[config.mk]
export PLATFORM = sky130hd
export DESIGN_NAME = capreload_timer
export DESIGN_NICKNAME = d
export VERILOG_FILES = /design/src/rtl/capreload_pkg.sv /design/src/rtl/capreload_prescale.sv /design/src/rtl/capreload_sampler.sv /design/src/rtl/capreload_cfg.sv /design/src/rtl/capreload_core.sv /design/src/rtl/capreload_timer.sv
export SDC_FILE = /design/constraint.sdc
export NUM_CORES = 1
export LEC_CHECK = 0
export ABC_AREA = 1
export BUFFER_PORTS_ARGS = -buffer_cell sky130_fd_sc_hd__buf_2
export CORE_AREA = 2 2 94 96
export CTS_CLUSTER_SIZE = 40
export DETAILED_ROUTE_END_ITERATION = 16
export DIE_AREA = 0 0 96 98
export MAX_ROUTING_LAYER = met4
export PLACE_DENSITY = 0.68
export SYNTH_ARGS = -nofsm -noshare
export SYNTH_HDL_FRONTEND = slang
export SYNTH_SLANG_ARGS = --single-unit
[constraint.sdc]
create_clock -name clk -period 2.2 [get_ports clk]
set_input_delay 0 -clock clk [delete_from_list [all_inputs] [get_ports clk]]
set_output_delay 0 -clock clk [all_outputs]
set_load 0.05 [all_outputs]
[src/rtl/capreload_pkg.sv]
package capreload_pkg;

    localparam int DATA_W = 8;
    localparam int CNT_W  = 2 * DATA_W;
    localparam int ADDR_W = 3;

    localparam logic [ADDR_W-1:0] ADR_CTRL   = 3'd0;
    localparam logic [ADDR_W-1:0] ADR_DIR    = 3'd1;
    localparam logic [ADDR_W-1:0] ADR_CNT_LO = 3'd2;
    localparam logic [ADDR_W-1:0] ADR_CNT_HI = 3'd3;
    localparam logic [ADDR_W-1:0] ADR_RLD_LO = 3'd4;
    localparam logic [ADDR_W-1:0] ADR_RLD_HI = 3'd5;

    localparam int BIT_EXT = 6;
    localparam int BIT_OVF = 7;

    // Writable control bits, packed so that bit 0 is cap_sel.
    typedef struct packed {
        logic baud;
        logic ext_en;
        logic run;
        logic cnt_sel;
        logic cap_sel;
    } cfg_t;

endpackage

[src/rtl/capreload_prescale.sv]
// Machine-cycle tick generator: one single-cycle pulse every TICK_DIV clocks.
// Assumes TICK_DIV >= 2; the first pulse comes on the TICK_DIV-th edge after reset.
module capreload_prescale #(
    parameter int TICK_DIV = 12
) (
    input  logic clk,
    input  logic rst_n,
    output logic tick_o
);
    localparam int PW = $clog2(TICK_DIV);

    logic [PW-1:0] pre_q;

    assign tick_o = (pre_q == PW'(TICK_DIV - 1));

    // Free-running divider count.
    always_ff @(posedge clk) begin
        if (!rst_n)      pre_q <= '0;
        else if (tick_o) pre_q <= '0;
        else             pre_q <= pre_q + 1'b1;
    end

    AST_TICK_SPACING: assert property (@(posedge clk) disable iff (!rst_n)
        tick_o |=> !tick_o);

endmodule

[src/rtl/capreload_sampler.sv]
// Pin sampler: takes one sample of an asynchronous pin per tick and marks a
// falling edge when a high sample is followed by a low one. The mark and the
// sample hold until the next tick. Assumes the pin is stable for a machine cycle.
module capreload_sampler (
    input  logic clk,
    input  logic rst_n,
    input  logic tick,
    input  logic pin,
    output logic smp_o,
    output logic fall_o
);
    logic smp_q;
    logic fall_q;

    // Per-tick sample and falling-edge mark.
    always_ff @(posedge clk) begin
        if (!rst_n) begin
            smp_q  <= 1'b0;
            fall_q <= 1'b0;
        end else if (tick) begin
            fall_q <= smp_q & ~pin;
            smp_q  <= pin;
        end
    end

    assign smp_o  = smp_q;
    assign fall_o = fall_q;

    AST_FALL_SHAPE: assert property (@(posedge clk) disable iff (!rst_n)
        $rose(fall_q) |-> (!smp_q && $past(smp_q)));

endmodule

[src/rtl/capreload_cfg.sv]
// Control register bank: holds the writable control bits and the
// direction-enable bit. Flags live in the counting core.
module capreload_cfg
    import capreload_pkg::*;
(
    input  logic              clk,
    input  logic              rst_n,
    input  logic              wr_en,
    input  logic [ADDR_W-1:0] wr_addr,
    input  logic [DATA_W-1:0] wr_data,
    output cfg_t              cfg_o,
    output logic              dcen_o
);
    localparam int CFG_W = $bits(cfg_t);

    cfg_t cfg_q;
    logic dcen_q;

    // Byte writes into control and direction registers.
    always_ff @(posedge clk) begin
        if (!rst_n) begin
            cfg_q  <= '0;
            dcen_q <= 1'b0;
        end else if (wr_en) begin
            if (wr_addr == ADR_CTRL) cfg_q  <= cfg_t'(wr_data[CFG_W-1:0]);
            if (wr_addr == ADR_DIR)  dcen_q <= wr_data[0];
        end
    end

    assign cfg_o  = cfg_q;
    assign dcen_o = dcen_q;

endmodule

[src/rtl/capreload_core.sv]
// Counting core: 16-bit count, capture/reload pair and the two sticky flags.
// Acts on ticks for counting and trigger events; register writes act on any
// clock. Priority on the count: write, then trigger reload, then step.
module capreload_core
    import capreload_pkg::*;
(
    input  logic              clk,
    input  logic              rst_n,
    input  logic              tick,
    input  cfg_t              cfg,
    input  logic              dcen,
    input  logic              cnt_fall,
    input  logic              trg_fall,
    input  logic              trg_lvl,
    input  logic              wr_en,
    input  logic [ADDR_W-1:0] wr_addr,
    input  logic [DATA_W-1:0] wr_data,
    output logic [CNT_W-1:0]  cnt_o,
    output logic [CNT_W-1:0]  rld_o,
    output logic              ovf_o,
    output logic              ext_o
);
    logic [CNT_W-1:0] cnt_q, cnt_n, rld_q, rld_n, step_val;
    logic             ovf_q, ext_q, ovf_set, ext_set;
    logic             wr_cnt, wr_ctrl, ext_evt, cap_evt, rel_evt;
    logic             go_down, step, wrap;

    // Event and step decode for this clock.
    always_comb begin
        wr_cnt  = wr_en && (wr_addr == ADR_CNT_LO || wr_addr == ADR_CNT_HI);
        wr_ctrl = wr_en && (wr_addr == ADR_CTRL);
        ext_evt = tick && cfg.ext_en && trg_fall && !cfg.baud && (cfg.cap_sel || !dcen);
        cap_evt = ext_evt && cfg.cap_sel;
        rel_evt = ext_evt && !cfg.cap_sel;
        go_down = !cfg.cap_sel && !cfg.baud && dcen && !trg_lvl;
        step    = tick && cfg.run && (cfg.cnt_sel ? cnt_fall : 1'b1);
    end

    // Next count value for one step, with wrap detection.
    always_comb begin
        if (go_down) begin
            wrap     = (cnt_q == rld_q);
            step_val = wrap ? '1 : cnt_q - 1'b1;
        end else begin
            wrap     = &cnt_q;
            step_val = wrap ? ((cfg.cap_sel && !cfg.baud) ? '0 : rld_q) : cnt_q + 1'b1;
        end
    end

    // Count, capture/reload pair and flag next state.
    always_comb begin
        cnt_n = cnt_q;
        if (wr_cnt) begin
            if (wr_addr == ADR_CNT_LO) cnt_n[DATA_W-1:0]     = wr_data;
            else                       cnt_n[CNT_W-1:DATA_W] = wr_data;
        end else if (rel_evt) begin
            cnt_n = rld_q;
        end else if (step) begin
            cnt_n = step_val;
        end

        rld_n = rld_q;
        if (cap_evt) begin
            rld_n = cnt_q;
        end else if (wr_en && wr_addr == ADR_RLD_LO) begin
            rld_n[DATA_W-1:0] = wr_data;
        end else if (wr_en && wr_addr == ADR_RLD_HI) begin
            rld_n[CNT_W-1:DATA_W] = wr_data;
        end

        ovf_set = step && wrap && !cfg.baud && !wr_cnt && !rel_evt;
        ext_set = ext_evt;
    end

    // State registers; a hardware set beats a same-cycle software clear.
    always_ff @(posedge clk) begin
        if (!rst_n) begin
            cnt_q <= '0;
            rld_q <= '0;
            ovf_q <= 1'b0;
            ext_q <= 1'b0;
        end else begin
            cnt_q <= cnt_n;
            rld_q <= rld_n;
            ovf_q <= ovf_set | (ovf_q & (!wr_ctrl | wr_data[BIT_OVF]));
            ext_q <= ext_set | (ext_q & (!wr_ctrl | wr_data[BIT_EXT]));
        end
    end

    assign cnt_o = cnt_q;
    assign rld_o = rld_q;
    assign ovf_o = ovf_q;
    assign ext_o = ext_q;

    AST_FLAG_STICKY: assert property (@(posedge clk) disable iff (!rst_n)
        $fell(ovf_q) |-> $past(wr_en && wr_addr == ADR_CTRL && !wr_data[BIT_OVF]));

    AST_EXT_SOURCE: assert property (@(posedge clk) disable iff (!rst_n)
        $rose(ext_q) |-> $past(tick && cfg.ext_en && !cfg.baud));

    AST_RUN_GATE: assert property (@(posedge clk) disable iff (!rst_n)
        (!cfg.run && !wr_cnt && !rel_evt) |=> $stable(cnt_q));

    AST_BAUD_NOFLAG: assert property (@(posedge clk) disable iff (!rst_n)
        (cfg.baud && !wr_ctrl) |=> !$rose(ovf_q) && !$rose(ext_q));

endmodule

[src/rtl/capreload_timer.sv]
// Capture/reload timer-counter top: prescaler, two pin samplers (generated),
// control bank and counting core. Assumes pins are stable for at least one
// machine cycle between changes; writes are byte-wide and act on the next clock.
module capreload_timer
    import capreload_pkg::*;
#(
    parameter int TICK_DIV = 12
) (
    input  logic        clk,
    input  logic        rst_n,
    input  logic        wr_en,
    input  logic [2:0]  wr_addr,
    input  logic [7:0]  wr_data,
    input  logic        cnt_pin,
    input  logic        trig_pin,
    output logic [7:0]  ctrl_o,
    output logic        dcen_o,
    output logic [15:0] cnt_o,
    output logic [15:0] rld_o,
    output logic        irq_o
);
    localparam int NPIN = 2;

    logic            tick;
    cfg_t            cfg;
    logic            dcen, ovf, ext;
    logic [NPIN-1:0] pins, smp, fall;

    assign pins = {trig_pin, cnt_pin};

    capreload_prescale #(.TICK_DIV(TICK_DIV)) u_pre (
        .clk(clk), .rst_n(rst_n), .tick_o(tick)
    );

    for (genvar g = 0; g < NPIN; g++) begin : g_smp
        capreload_sampler u_smp (
            .clk(clk), .rst_n(rst_n), .tick(tick), .pin(pins[g]),
            .smp_o(smp[g]), .fall_o(fall[g])
        );
    end

    capreload_cfg u_cfg (
        .clk(clk), .rst_n(rst_n), .wr_en(wr_en), .wr_addr(wr_addr),
        .wr_data(wr_data), .cfg_o(cfg), .dcen_o(dcen)
    );

    capreload_core u_core (
        .clk(clk), .rst_n(rst_n), .tick(tick), .cfg(cfg), .dcen(dcen),
        .cnt_fall(fall[0]), .trg_fall(fall[1]), .trg_lvl(smp[1]),
        .wr_en(wr_en), .wr_addr(wr_addr), .wr_data(wr_data),
        .cnt_o(cnt_o), .rld_o(rld_o), .ovf_o(ovf), .ext_o(ext)
    );

    assign ctrl_o = {ovf, ext, 1'b0, cfg};
    assign dcen_o = dcen;
    assign irq_o  = ovf | ext;

    AST_IRQ_FLAGS: assert property (@(posedge clk) disable iff (!rst_n)
        $rose(irq_o) |-> (ctrl_o[7] || ctrl_o[6]));

endmodule

==> metrics <==
Ports 58; post-DP HPWL 9.965 mm; Ys Warns 0; CP most frequent cell nand3_1; Most used DFF post-synth dfxtp_1; post-synth top area share 24.58%; clock sink count 48; Static Leak 2.460 nW; top-count cell post-synth nand2_1; largest net degree at the start of global routing 43; critical-path maximum fanout 9; initial core utilization 46.19%; Final setup viols 0; register share of total power 40.9%; # H-tree levels 2; Post-Syn Area per Cell 5.683 um2; minimum clock period 1963 ps; crit path max-delay cell type dfxtp_1; CTS tree done; Mapped Cells 688; mapped cell area 3910 um2; FP Rows 34; DP Area 4277 um2; PD cells 500.9 nW/um2; Setup CP Type reg2reg; Clk pwr share 35.8%; Highest Clock Rate 509.5 MHz; post-layout instance area 4524 um2; RSZ-0062 raised after global routing false; syn_nets 707; GRT Total Usage 30.64%; vias 4726; routed vias/inst 5.483; P_sw 0.0007549 W; dpl cells 843; ANT cells 0; vias in the first global route 4408; max-cap viol count 0; critical path arrival 2210 ps; Core Region 8466 um2; Worst setup SP type flip-flop; CTS Buf Count 5; Rel. slew slack 55.08%; final clock skew 9.379 ps; total wire length 13.49 mm; Synth cell types 37; die area 9408 um2; Post-synth EDFFs 0; Pre-antenna DRT Iters 6; CP required 2450 ps; Finished Core Util 53.44%; setup TNS 0 ps; GR Overflow Total 0; cell internal pwr 0.001511 W; Min-Delay Path Class in2reg; combinational share of power 23.4%; Seq/Total Area, Yosys 24.58%; Post-synth top cells nand2_1 (194), nor2_1 (97), inv_1 (87); outcome complete, no violations; Async SR Flop Fraction 0%; critical path's largest stage delay 400 ps; endpoints failing hold 0; Total Nets Final 772; VDD IR-drop max 0.3154 mV; endpoint type of the worst setup path flip-flop; Die Span Y 98 um; antenna-violating nets left 0; Tot Pwr 0.002266 W; Slew @ Worst Pin 673.7 ps; clock latency on the worst-skew pair 320 ps; critical-path cell list ha_1 > nand2_1 > nor2_2 > nand2_4 > nor2_8 > buf_4 > nand3_1 > o21ai_0 > nand2_1 > nand3_1 > nand3_1 > a21oi_1; layout cells sized above 1 16.31%; CTS root buffer clkbuf_8; DRC 0; area leader, netlist dfxtp_1; #FFs+latches synth 48; clk slew on worst S/H paths 110 ps; Cell Count, Final, Fillers Out 862; synth top area cells dfxtp_1 (25%), nand2_1 (19%), nand3_1 (9.3%); Iteration-0 DRC Markers 528; fin. max-slew vios 0; DIE WIDTH 96 um; IO buf count 56; Area Overhead vs Synth 15.71%; initial antenna violation count 0; first-pass GRT wire length 21.91 mm; WL/cell 15.65 um; final RePlAce weighted congestion 0.9932; Sw Ratio 33.31%; deepest clock path buffer count 2; Final Cycle Share 89.21%
==> path summary, 6_finish.rpt <==
kind         slack (ps)  cells after the start            start               to
max                 240                     12  u_core.cnt_o[1]  u_core.cnt_o[0]
min                  20                      4       wr_addr[1]     u_cfg.dcen_o
max reg2reg         240                     12  u_core.cnt_o[1]  u_core.cnt_o[0]
min reg2reg         460                      1   u_pre.pre_q[0]   u_pre.pre_q[0]
==> area by class of cell <==
type	instances	area, um2
Multi-Input combinational cell	510	2362
Fill cell	899	3941
Clock buffer	5	68.82
Tap cell	108	135.1
Timing Repair Buffer	92	566.8
Clock inverter	3	68.82
Sequential cell	48	962.2
Inverter	96	360.3
==> metal layers <==
metal / share of wire, % / global-route usage, % / vias up / wire (um)
met3: 8.4 / 3.781 / 54 / 1134
met5: 0 / - / - / 0
met1: 42 / 40.89 / 2131 / 5712
li1: - / - / 2287 / -
met2: 45 / 46.26 / 254 / 6023
met4: 4.6 / 13.19 / 0 / 618
==> metrics by stage <==
stage / hold WS (ps) / setup slack [ps]
finish: 21.54 / 237.3
global route: 47.34 / 17.43
CTS: 10.65 / 156.5
detailed placement: 232.9 / 212.3
global placement: 224.5 / 237.0
floorplan: 120.0 / 85.79
==> worst max-delay path, delay by kind of cell (launching register included) <==
family	cells	cell delay (ps)
DFF	1	400
AOI/OAI and AO/OA	2	230
buffers and inverters	1	180
adders and majority gates	1	220
and+or+nand+nor	8	870
==> repair_timing <==
item                                    in CTS  in global routing
buffers inserted                             0                  6
endpoints found under the hold margin        7                  0
resized for setup                            0                  4
hold buffers                                 5                  0
endpoints found under the setup margin       0                 18
==> placed cells by master, fill, tap and decap left out, types with 2 or more instances in the layout <==
cell / n
nand2_1: 194
nor2_1: 97
inv_1: 87
nand3_1: 73
o21ai_0: 61
buf_2: 56
dfxtp_1: 47
a21oi_1: 31
buf_4: 30
xor2_1: 12
inv_2: 9
nand4_1: 5
clkbuf_8: 5
dlygate4sd3_1: 5
nor3_1: 4
nor2_2: 3
nand2_2: 3
ha_1: 3
or2_2: 2
nor2_4: 2
nand2_4: 2
nand3_2: 2
o21ai_2: 2
xnor2_1: 2
o211ai_1: 2
o22ai_1: 2
bufinv_16: 2
==> kinds of logic after synthesis <==
kind of cell / share of synthesized area (%)
and+or+nand+nor: 41.79
adders and majority gates: 0.9601
xor gates and xnor gates: 3.136
AOI/OAI and AO/OA: 14.18
buffers and inverters: 15.26
DFF: 24.58
other: 0.09591
==> power groups by stage <==
stage          clock, W  combinational [W]  sequential [W]
6_report       0.000810           0.000530        0.000926
5_1_grt        0.000846           0.000582        0.000930
4_1_cts        0.000817           0.000517        0.000924
3_5_place_dp          0           0.000507        0.000944
3_3_place_gp          0           0.000503        0.000943
2_1_floorplan         0           0.000320         0.00100
==> sequential cells by signal, summed over array words and instances (netlist names) <==
signal and cells:
u_core.ovf_o 1, u_cfg.cfg_o 5, u_core.cnt_o 16, g_smp.u_smp.fall_o 2, u_cfg.dcen_o 1, g_smp.u_smp.smp_o 2
u_core.rld_o 16, u_core.ext_o 1, u_pre.pre_q 4
Note: power is estimated with default switching activity, not from simulation.
